## src/rtl/stride_pf_pkg.sv

```systemverilog
package stride_pf_pkg;

  // Outcome of evaluating one observed load, exposed for checking
  typedef enum logic [2:0] {
    PFR_IDLE,   // no load this cycle
    PFR_TRAIN,  // stride not yet trusted
    PFR_ZERO,   // trusted but zero stride
    PFR_FAR,    // stride beyond magnitude cap
    PFR_PAGE,   // target leaves the page
    PFR_DUP,    // target line equals last generated line
    PFR_FIRE    // request generated
  } pf_reason_e;

  function automatic int unsigned bits_for(input int unsigned n);
    return (n < 2) ? 1 : $clog2(n);
  endfunction

endpackage

```

## src/rtl/spf_table.sv

```systemverilog
module spf_table #(
  parameter int ENTRIES = 16,
  parameter int IDX_W   = 4,
  parameter int TAG_W   = 8,
  parameter int ADDR_W  = 32,
  parameter int CONF_W  = 2
) (
  input  logic              clk,
  input  logic              rst_n,
  input  logic [IDX_W-1:0]  rd_idx,
  output logic              rd_valid,
  output logic [TAG_W-1:0]  rd_tag,
  output logic [ADDR_W-1:0] rd_last,
  output logic [ADDR_W-1:0] rd_stride,
  output logic [CONF_W-1:0] rd_conf,
  input  logic              wr_en,
  input  logic [IDX_W-1:0]  wr_idx,
  input  logic [TAG_W-1:0]  wr_tag,
  input  logic [ADDR_W-1:0] wr_last,
  input  logic [ADDR_W-1:0] wr_stride,
  input  logic [CONF_W-1:0] wr_conf
);

  logic              ent_v      [ENTRIES];
  logic [TAG_W-1:0]  ent_tag    [ENTRIES];
  logic [ADDR_W-1:0] ent_last   [ENTRIES];
  logic [ADDR_W-1:0] ent_stride [ENTRIES];
  logic [CONF_W-1:0] ent_conf   [ENTRIES];

  for (genvar e = 0; e < ENTRIES; e++) begin : g_ent
    logic              v_q;
    logic [TAG_W-1:0]  tag_q;
    logic [ADDR_W-1:0] last_q;
    logic [ADDR_W-1:0] stride_q;
    logic [CONF_W-1:0] conf_q;
    logic              sel;

    assign sel = wr_en && (wr_idx == IDX_W'(e));

    always_ff @(posedge clk or negedge rst_n) begin
      if (!rst_n) begin
        v_q      <= 1'b0;
        tag_q    <= '0;
        last_q   <= '0;
        stride_q <= '0;
        conf_q   <= '0;
      end else if (sel) begin
        v_q      <= 1'b1;
        tag_q    <= wr_tag;
        last_q   <= wr_last;
        stride_q <= wr_stride;
        conf_q   <= wr_conf;
      end
    end

    assign ent_v[e]      = v_q;
    assign ent_tag[e]    = tag_q;
    assign ent_last[e]   = last_q;
    assign ent_stride[e] = stride_q;
    assign ent_conf[e]   = conf_q;
  end

  assign rd_valid  = ent_v[rd_idx];
  assign rd_tag    = ent_tag[rd_idx];
  assign rd_last   = ent_last[rd_idx];
  assign rd_stride = ent_stride[rd_idx];
  assign rd_conf   = ent_conf[rd_idx];

endmodule

```

## src/rtl/spf_predict.sv

```systemverilog
module spf_predict
  import stride_pf_pkg::*;
#(
  parameter int ADDR_W     = 32,
  parameter int PC_W       = 12,
  parameter int IDX_W      = 4,
  parameter int TAG_W      = 8,
  parameter int CONF_W     = 2,
  parameter int CONF_FIRE  = 2,
  parameter int LINE_LSB   = 6,
  parameter int PAGE_LSB   = 12,
  parameter int MAX_STRIDE = 2048
) (
  input  logic              ld_valid,
  input  logic [PC_W-1:0]   ld_pc,
  input  logic [ADDR_W-1:0] ld_addr,
  output logic [IDX_W-1:0]  rd_idx,
  input  logic              rd_valid,
  input  logic [TAG_W-1:0]  rd_tag,
  input  logic [ADDR_W-1:0] rd_last,
  input  logic [ADDR_W-1:0] rd_stride,
  input  logic [CONF_W-1:0] rd_conf,
  input  logic              last_valid,
  input  logic [ADDR_W-1:0] last_line,
  output logic              wr_en,
  output logic [IDX_W-1:0]  wr_idx,
  output logic [TAG_W-1:0]  wr_tag,
  output logic [ADDR_W-1:0] wr_last,
  output logic [ADDR_W-1:0] wr_stride,
  output logic [CONF_W-1:0] wr_conf,
  output pf_reason_e        cand_reason,
  output logic              cand_fire,
  output logic [ADDR_W-1:0] cand_addr,
  output logic [ADDR_W-1:0] cand_line,
  output logic [ADDR_W-1:0] cand_stride
);

  localparam logic [ADDR_W-1:0] LINE_MASK = ~((ADDR_W'(1) << LINE_LSB) - ADDR_W'(1));
  localparam logic [ADDR_W-1:0] PAGE_MASK = ~((ADDR_W'(1) << PAGE_LSB) - ADDR_W'(1));
  localparam logic [CONF_W-1:0] CONF_MAX  = '1;

  function automatic logic [CONF_W-1:0] conf_bump(input logic [CONF_W-1:0] c);
    return (c == CONF_MAX) ? c : c + CONF_W'(1);
  endfunction

  function automatic logic [ADDR_W-1:0] stride_mag(input logic [ADDR_W-1:0] s);
    return s[ADDR_W-1] ? (~s + ADDR_W'(1)) : s;
  endfunction

  function automatic logic stride_far(input logic [ADDR_W-1:0] s);
    return stride_mag(s) > ADDR_W'(MAX_STRIDE);
  endfunction

  function automatic logic [ADDR_W-1:0] line_base(input logic [ADDR_W-1:0] a);
    return a & LINE_MASK;
  endfunction

  function automatic logic crosses_page(input logic [ADDR_W-1:0] a,
                                        input logic [ADDR_W-1:0] b);
    return ((a ^ b) & PAGE_MASK) != '0;
  endfunction

  logic [TAG_W-1:0]  ld_tag;
  logic              hit;
  logic [ADDR_W-1:0] diff;
  logic              same;
  logic [CONF_W-1:0] conf_next;
  logic              trusted;
  logic              dup;

  assign rd_idx    = ld_pc[IDX_W-1:0];
  assign ld_tag    = ld_pc[PC_W-1:IDX_W];
  assign hit       = rd_valid && (rd_tag == ld_tag);
  assign diff      = ld_addr - rd_last;
  assign same      = hit && (diff == rd_stride);
  assign conf_next = same ? conf_bump(rd_conf) : '0;
  assign trusted   = same && (conf_next >= CONF_W'(CONF_FIRE));

  assign cand_stride = diff;
  assign cand_addr   = ld_addr + diff;
  assign cand_line   = line_base(cand_addr);
  assign dup         = last_valid && (cand_line == last_line);

  always_comb begin
    if (!ld_valid)                          cand_reason = PFR_IDLE;
    else if (!trusted)                      cand_reason = PFR_TRAIN;
    else if (diff == '0)                    cand_reason = PFR_ZERO;
    else if (stride_far(diff))              cand_reason = PFR_FAR;
    else if (crosses_page(cand_addr, ld_addr)) cand_reason = PFR_PAGE;
    else if (dup)                           cand_reason = PFR_DUP;
    else                                    cand_reason = PFR_FIRE;
  end

  assign cand_fire = (cand_reason == PFR_FIRE);

  // Table update: a hit refreshes history, a miss claims the entry afresh
  assign wr_en     = ld_valid;
  assign wr_idx    = rd_idx;
  assign wr_tag    = ld_tag;
  assign wr_last   = ld_addr;
  assign wr_stride = hit ? diff : '0;
  assign wr_conf   = hit ? conf_next : '0;

endmodule

```

## src/rtl/spf_issue.sv

```systemverilog
module spf_issue #(
  parameter int ADDR_W = 32
) (
  input  logic              clk,
  input  logic              rst_n,
  input  logic              cand_fire,
  input  logic [ADDR_W-1:0] cand_line,
  input  logic              pf_ready,
  output logic              pf_valid,
  output logic [ADDR_W-1:0] pf_addr,
  output logic              last_valid,
  output logic [ADDR_W-1:0] last_line
);

  logic              slot_v;
  logic [ADDR_W-1:0] slot_line;
  logic              seen_q;

  // The slot's address doubles as the last generated line for dedup
  always_ff @(posedge clk or negedge rst_n) begin
    if (!rst_n) begin
      slot_v    <= 1'b0;
      slot_line <= '0;
      seen_q    <= 1'b0;
    end else if (cand_fire) begin
      slot_v    <= 1'b1;
      slot_line <= cand_line;
      seen_q    <= 1'b1;
    end else if (slot_v && pf_ready) begin
      slot_v    <= 1'b0;
    end
  end

  assign pf_valid   = slot_v;
  assign pf_addr    = slot_line;
  assign last_valid = seen_q;
  assign last_line  = slot_line;

endmodule

```

## src/rtl/stride_pf.sv

```systemverilog
module stride_pf
  import stride_pf_pkg::*;
#(
  parameter int ADDR_W     = 32,
  parameter int PC_W       = 12,
  parameter int ENTRIES    = 16,
  parameter int CONF_W     = 2,
  parameter int CONF_FIRE  = 2,
  parameter int LINE_BYTES = 64,
  parameter int PAGE_BYTES = 4096,
  parameter int MAX_STRIDE = 2048
) (
  input  logic              clk,
  input  logic              rst_n,
  input  logic              ld_valid,
  input  logic [PC_W-1:0]   ld_pc,
  input  logic [ADDR_W-1:0] ld_addr,
  input  logic              pf_ready,
  output logic              pf_valid,
  output logic [ADDR_W-1:0] pf_addr
);

  localparam int IDX_W    = bits_for(ENTRIES);
  localparam int TAG_W    = PC_W - IDX_W;
  localparam int LINE_LSB = bits_for(LINE_BYTES);
  localparam int PAGE_LSB = bits_for(PAGE_BYTES);

  logic [IDX_W-1:0]  rd_idx;
  logic              rd_valid;
  logic [TAG_W-1:0]  rd_tag;
  logic [ADDR_W-1:0] rd_last;
  logic [ADDR_W-1:0] rd_stride;
  logic [CONF_W-1:0] rd_conf;
  logic              wr_en;
  logic [IDX_W-1:0]  wr_idx;
  logic [TAG_W-1:0]  wr_tag;
  logic [ADDR_W-1:0] wr_last;
  logic [ADDR_W-1:0] wr_stride;
  logic [CONF_W-1:0] wr_conf;
  pf_reason_e        cand_reason;
  logic              cand_fire;
  logic [ADDR_W-1:0] cand_addr;
  logic [ADDR_W-1:0] cand_line;
  logic [ADDR_W-1:0] cand_stride;
  logic              last_valid;
  logic [ADDR_W-1:0] last_line;

  spf_table #(
    .ENTRIES(ENTRIES), .IDX_W(IDX_W), .TAG_W(TAG_W),
    .ADDR_W(ADDR_W), .CONF_W(CONF_W)
  ) u_table (
    .clk(clk), .rst_n(rst_n),
    .rd_idx(rd_idx), .rd_valid(rd_valid), .rd_tag(rd_tag),
    .rd_last(rd_last), .rd_stride(rd_stride), .rd_conf(rd_conf),
    .wr_en(wr_en), .wr_idx(wr_idx), .wr_tag(wr_tag),
    .wr_last(wr_last), .wr_stride(wr_stride), .wr_conf(wr_conf)
  );

  spf_predict #(
    .ADDR_W(ADDR_W), .PC_W(PC_W), .IDX_W(IDX_W), .TAG_W(TAG_W),
    .CONF_W(CONF_W), .CONF_FIRE(CONF_FIRE), .LINE_LSB(LINE_LSB),
    .PAGE_LSB(PAGE_LSB), .MAX_STRIDE(MAX_STRIDE)
  ) u_predict (
    .ld_valid(ld_valid), .ld_pc(ld_pc), .ld_addr(ld_addr),
    .rd_idx(rd_idx), .rd_valid(rd_valid), .rd_tag(rd_tag),
    .rd_last(rd_last), .rd_stride(rd_stride), .rd_conf(rd_conf),
    .last_valid(last_valid), .last_line(last_line),
    .wr_en(wr_en), .wr_idx(wr_idx), .wr_tag(wr_tag),
    .wr_last(wr_last), .wr_stride(wr_stride), .wr_conf(wr_conf),
    .cand_reason(cand_reason), .cand_fire(cand_fire),
    .cand_addr(cand_addr), .cand_line(cand_line), .cand_stride(cand_stride)
  );

  spf_issue #(
    .ADDR_W(ADDR_W)
  ) u_issue (
    .clk(clk), .rst_n(rst_n),
    .cand_fire(cand_fire), .cand_line(cand_line), .pf_ready(pf_ready),
    .pf_valid(pf_valid), .pf_addr(pf_addr),
    .last_valid(last_valid), .last_line(last_line)
  );

endmodule

```

## config.mk

```make
export PLATFORM = sky130hd
export DESIGN_NAME = stride_pf
export DESIGN_NICKNAME = d
export VERILOG_FILES = /design/src/rtl/stride_pf_pkg.sv /design/src/rtl/spf_table.sv /design/src/rtl/spf_predict.sv /design/src/rtl/spf_issue.sv /design/src/rtl/stride_pf.sv
export SDC_FILE = /design/constraint.sdc
export NUM_CORES = 2
export LEC_CHECK = 0
export BUFFER_PORTS_ARGS = -buffer_cell sky130_fd_sc_hd__buf_2
export CAP_MARGIN = 20
export CORE_MARGIN = 1.5
export CORE_UTILIZATION = 46
export CTS_CLUSTER_DIAMETER = 120
export DETAILED_ROUTE_END_ITERATION = 16
export PLACE_DENSITY = 0.64
export SYNTH_ARGS = -nofsm -noshare
export SYNTH_HDL_FRONTEND = slang
export SYNTH_HIERARCHICAL = 1
export SYNTH_SLANG_ARGS = --single-unit
export TNS_END_PERCENT = 10
```

## constraint.sdc

```tcl
create_clock -name clk -period 15.6 [get_ports clk]
set_input_delay 1.56 -clock clk [delete_from_list [all_inputs] [get_ports clk]]
set_output_delay 1.56 -clock clk [all_outputs]
set_load 0.01 [all_outputs]
```

-- Word level (Yosys, flattened, before mapping)
Index checks and enable logic that the tools add are counted.
W data, S select, Z words.
- $add $sub $neg: 4
- multipliers: 0
- div/mod/pow operators: 0
- magnitude comparators: 3
- equal/unequal tests: 20
- shift operators: 0
- mux-type cells: 28
- bitwise operators: 3
- reductions and logical operators: 25
- operator list (cell ; count):
    $bmux W32 S4 ; 2
    $mux W32 ; 6
    $add A32 B1 Y32 const B ; 1
    $add A32 B32 Y32 ; 1
    $bmux W8 S4 ; 1
    $eq A32 B32 Y1 ; 1
    $eq A4 B4 Y1 const B ; 8
    $gt A32 B12 Y1 const B ; 1
    $logic_not A32 Y1 ; 1
    $not A32 Y32 ; 1
    $reduce_bool A32 Y1 ; 1
    $sub A32 B32 Y32 ; 1
    $xor A32 B32 Y32 ; 1
    $eq A26 B26 Y1 ; 1
    $logic_and A1 B1 Y1 ; 21
    $eq A4 B3 Y1 const B ; 4
    $mux W8 ; 2
    $mux W3 ; 5
    $mux W2 ; 6
    $bmux W2 S4 ; 1
    $eq A4 B2 Y1 const B ; 2
    $eq A8 B8 Y1 ; 1
    $ge A5 B5 Y1 const B ; 1
    $not A4 Y5 ; 1
    9 further kinds ; 12
- register bits: 1228
- bits in latches: 0
- RAM bits: 0
- memory bits (read-only): 0
- logic and storage cells: 166
- memories: 0

-- Depth between registers and ports, before layout
- word-level depth: 16
- depth in mapped cells: 35
- gate-level depth less buffers: 26

-- Cells and area by module
The synthesis kept the hierarchy.
- modules (own cells, without submodules) (module ; times used ; cells an instance ; area each (um^2) ; seq. area each (um^2)):
    spf_table ; 1 ; 3256 ; 53221.0 ; 30028.8
    spf_predict ; 1 ; 1144 ; 7663.6 ; 0.0
    spf_issue ; 1 ; 105 ; 1645.3 ; 850.8

-- Worst setup path after synthesis
No wires, ideal clock.
- kind: input -> register
- start: in ld_pc[0]
- end: reg u_issue.slot_line[10] (netlist: u_issue/last_line[10])
- arrival: 8413 ps
- setup slack: 7062 ps
- stages on the path: 31
- path buffers: 7
- path through: buf_4 > clkbuf_1 > buf_2 > buf_2 > mux4_2 > a22oi_1 > nand2_1 > ha_1 > fa_1 > nand2b_1 > a21bo_2 > a21oi_1 > o21ai_0 > nand2_1 > inv_1 > ha_1 > clkbuf_1 > nand4_1 > a211oi_1 > nor2_1 > o311ai_0 > o21a_1 > nand4_1 > nor4_1 > nand4_1 > nor4b_1 > nand2_1 > nor4_2 > buf_6 > buf_12 > mux2_4
- longest elaborated chain between the ends: 15
- elaborated cells on any way between the ends: 44
- classes of those cells: add/sub: 4; order compare: 2; eq/ne: 5; mux: 24; bitwise: 3; reduce/logical: 6
- RTL lines (element ; RTL line ; source):
    start, declared ; stride_pf.sv:16 ; input logic [PC_W-1:0] ld_pc,
    $not A4 Y5 (implied by the code) (*) ; spf_table.sv:65 ; assign rd_last = ent_last[rd_idx];
    $bmux W32 S4 (*) ; spf_table.sv:65 ;
    $mux W32 (implied by the code) (*) (2 in a row) ; spf_table.sv:65 ;
    via rd_last[0] ; stride_pf.sv:31 ; logic [ADDR_W-1:0] rd_last;
    $sub A32 B32 Y32 (*) ; spf_predict.sv:74 ; assign diff = ld_addr - rd_last;
    via cand_stride[10] ; stride_pf.sv:44 ; logic [ADDR_W-1:0] cand_stride;
    parallel branches: the longest is 7 deep, another holds $add A32 B1 Y32 ; -- ;
    $mux W3 (*) ; spf_predict.sv:86 ; else if (!trusted) cand_reason = PFR_TRAIN;
    $mux W3 (*) ; spf_predict.sv:85 ; if (!ld_valid) cand_reason = PFR_IDLE;
    $eq A3 B3 Y1 (*) ; spf_predict.sv:94 ; assign cand_fire = (cand_reason == PFR_FIRE);
    via cand_fire ; stride_pf.sv:41 ; logic cand_fire;
    end signal, assigned ; spf_issue.sv:27 ; slot_line <= cand_line;
    end, declared ; spf_issue.sv:16 ; logic [ADDR_W-1:0] slot_line;
Mark *: on every way through the listed nets, which the timed path passes. The select of a mux whose other input is x is not followed.
A chain may end at the register's enable or synchronous reset.

==> summary.md <==
| Metric | Value |
|---|---|
| CTS buffer count | 135 |
| Layout cell share with drive strength beyond 1 | 41.05% |
| Count of endpoints failing hold in the final timing report | 0 |
| Critical path endpoint | u_issue/last_line[0]$_DFFE_PN0P_ |
| Depth of the worst register-to-register path | 24 |
| CTS clock-pin slew for the worst setup and hold paths | 0.06 ns |
| Part of the cycle the worst path needs | 64.97% |
| First-pass iteration count of the detailed router | 5 |
| Worst r2r src | u_table/g_ent[11].last_q[0]$_DFFE_PN0P_ |
| Top fanout value on the critical path | 71 |
| Root Buffer Master | sky130_fd_sc_hd__clkbuf_16 |
| Final core occ | 50.60% |
| Reported max-cap violation count | 0 |
| Vias/cell | 6.116 |
| Largest net degree at the start of global routing | 178 |
| Least-Margin Pin Slew | 1.138 ns |
| Clock tree from TritonCTS | done |
| Leak Pwr | 30.47 nW |
| Routed wirelength normalized by instance count | 26.83 um |
| R2r endpoint | u_issue/last_line[0]$_DFFE_PN0P_ |
| IO Port Bufs | 80 |
| Maximum resistive drop on vdd | 0.1213 mV |
| Setup violators final | 0 |
| Total Wirelength | 165600 um |
| Wire length of the first global-routing pass | 253100 um |
| Number of primary I/O pins | 81 |
| Clock insertion delay at the later pin of the skew report | 0.79 ns |
| Area growth from synthesis to layout | 8.835% |
| CP Launch Type | input port |
| Die outline area | 137400 um2 |
| Synth Instances | 4453 |
| GP Congestion | 0.9188 |
| Highest achievable clock rate | 98.66 MHz |
| RSZ-0062 raised after global routing | false |
| Critical path data required time | 16.26 ns |
| Final count of pins violating max slew | 0 |
| Overall die height | 370.7 um |
| Worst-case register-to-register setup slack | 7.23 ns |
| Hold-fix buffers at CTS | 0 |
| Number of warnings reported in the yosys synthesis log | 6 |
| Count of antenna-violating nets left after detailed routing | 0 |
| 1st-iter DRT viols | 3132 |
| Number of vias in the routed layout | 37742 |
| Result of the run | completed |
| Placement Cell Area | 63120 um2 |
| Crit. Startpoint | ld_pc[0] |
| Die extent in x | 370.7 um |
| CP Data Arrival Time | 10.80 ns |
| Number of remaining DRC errors | 0 |
| CORE AREA | 133800 um2 |
| Buffers inserted during post-CTS setup optimization | 0 |
| Initial antenna violation count | 5 |
| Post-route cell area | 67690 um2 |
| Number of resized instances in the post-cts repair step | 0 |
| Critical Setup Path Class | input port to register |
| NumNets Final | 4412 |
| Setup TNS Final | 0 ns |
| Final clock skew | 0.02988 ns |
| Placed Cells | 5923 |
| H-tree levels | 4 |
| All-Layer GR Usage | 24.34% |
| Num Clock Sinks | 1234 |
| Kind of path behind the tightest hold check | register to register |
| Number of global-route vias before repair | 39391 |
| Gr ovfl total | 0 |
| Starting utilization of the core area | 46.49% |
| Synth Area per Inst | 13.97 um2 |
| Relative slew slack | 23.85% |
| Clock period minus final worst setup slack | 10.14 ns |
| Worst hold-check slack | 0.4624 ns |
| Layout fillers | 11405 |
| Number of rows in the core area | 134 |
| Synthesized area | 62200 um2 |
| Maximum clock path buffer count | 3 |
| Final instance count without filler cells | 6171 |
| Kind of end point of the critical path | register |
| Detail Placement HPWL | 96690 um |
| Power density over the cells | 138.4 nW/um2 |
==> worst max-delay path, stage by stage <==
cell	delay, ns
sky130_fd_sc_hd__buf_8	0.56
sky130_fd_sc_hd__buf_12	0.53
sky130_fd_sc_hd__mux4_2	0.59
sky130_fd_sc_hd__a22oi_1	0.21
sky130_fd_sc_hd__nand2_1	0.11
sky130_fd_sc_hd__inv_1	0.15
sky130_fd_sc_hd__ha_1	0.37
sky130_fd_sc_hd__a21oi_2	0.24
sky130_fd_sc_hd__o21ai_1	0.17
sky130_fd_sc_hd__a221oi_1	0.71
sky130_fd_sc_hd__nand2_1	0.12
sky130_fd_sc_hd__a21o_1	0.19
sky130_fd_sc_hd__o211ai_1	0.65
sky130_fd_sc_hd__inv_1	0.36
sky130_fd_sc_hd__ha_1	0.33
sky130_fd_sc_hd__a21o_1	0.19
sky130_fd_sc_hd__a21o_1	0.17
sky130_fd_sc_hd__a21oi_1	0.39
sky130_fd_sc_hd__a21oi_1	0.15
sky130_fd_sc_hd__nor4_1	0.34
sky130_fd_sc_hd__nand4_1	0.20
sky130_fd_sc_hd__nor4_1	0.38
sky130_fd_sc_hd__nand4_1	0.14
sky130_fd_sc_hd__nor4b_1	0.30
sky130_fd_sc_hd__nand2_1	0.16
sky130_fd_sc_hd__nor4_4	0.26
sky130_fd_sc_hd__buf_4	0.57
sky130_fd_sc_hd__mux2_2	0.40
==> cell type report <==
class	instances	area (um2)	share of cell area (%)
Antenna cell	1	2.502	0.003697
Clock buffer	199	3960	5.850
Clock inverter	45	551.8	0.8151
Inverter	71	266.5	0.3937
Multi-Input combinational cell	2690	28660	42.34
Sequential cell	1234	30880	45.62
Tap cell	1768	2212	3.268
Timing Repair Buffer	163	1160	1.713
==> where the power goes <==
part	switching, mW	total [mW]	internal [mW]
logic	1.34	2.36	1.02
clock network	1.33	3.23	1.89
registers	0.186	3.79	3.60
total	2.86	9.37	6.51
==> through the flow <==
stage | setup slack (ns) | total power, mW
global placement | 4.778 | 6.131
floorplan | 7.165 | 5.595
CTS | 5.629 | 9.419
finish | 5.464 | 9.370
global route | 4.950 | 9.806
detailed placement | 4.817 | 6.165
==> registers in the layout (all words and copies together) (netlist names) <==
name                    count
u_issue/last_valid          1
u_issue/last_line          32
u_table/g_ent.last_q      512
u_table/g_ent.tag_q       128
u_table/g_ent.conf_q       32
u_issue/pf_valid            1
u_table/g_ent.v_q          16
u_table/g_ent.stride_q    512
==> metal layers <==
metal  routed length (um)  GRT usage, %
met1                76090         35.01
met2                78490         38.79
met3                 8069         3.733
met4                 2920         5.848
met5                   23             0
==> cell usage in the layout (no fill, tap or decap), drive strengths merged, types with 7 or more instances in the layout <==
cell type,n
a21oi,72
a41oi,8
nor3,34
o21ai,56
or2,22
dfrtp,1234
ha,67
o21a,14
and3,12
nand2b,17
o31ai,9
a211oi,15
a21o,32
a31oi,10
xor2,46
and2,8
or3,15
nor4,17
o211ai,19
or4,7
a21boi,7
mux2,1217
buf,163
clkbuf,199
nor2,96
xnor2,81
nand4,37
mux4,300
clkinv,24
a22oi,150
nand3,40
bufinv,7
nor2b,11
nand2,167
inv,81
==> worst min-delay path by stage <==
| stage | from | endpoint | slack, ns | cells after the start |
|---|---|---|---|---|
| global placement | u_table/g_ent[2].v_q$_DFFE_PN0P_ | u_table/g_ent[2].v_q$_DFFE_PN0P_ | 0.44 | 1 |
| finish | u_table/g_ent[11].v_q$_DFFE_PN0P_ | u_table/g_ent[11].v_q$_DFFE_PN0P_ | 0.46 | 1 |
| global route | u_table/g_ent[1].v_q$_DFFE_PN0P_ | u_table/g_ent[1].v_q$_DFFE_PN0P_ | 0.48 | 1 |
| floorplan | u_issue/last_valid$_DFFE_PN0P_ | u_issue/last_valid$_DFFE_PN0P_ | 0.43 | 1 |
| detailed placement | u_table/g_ent[0].v_q$_DFFE_PN0P_ | u_table/g_ent[0].v_q$_DFFE_PN0P_ | 0.45 | 1 |
| CTS | u_table/g_ent[7].v_q$_DFFE_PN0P_ | u_table/g_ent[7].v_q$_DFFE_PN0P_ | 0.46 | 1 |
Note: power is estimated with default switching activity, not from simulation.
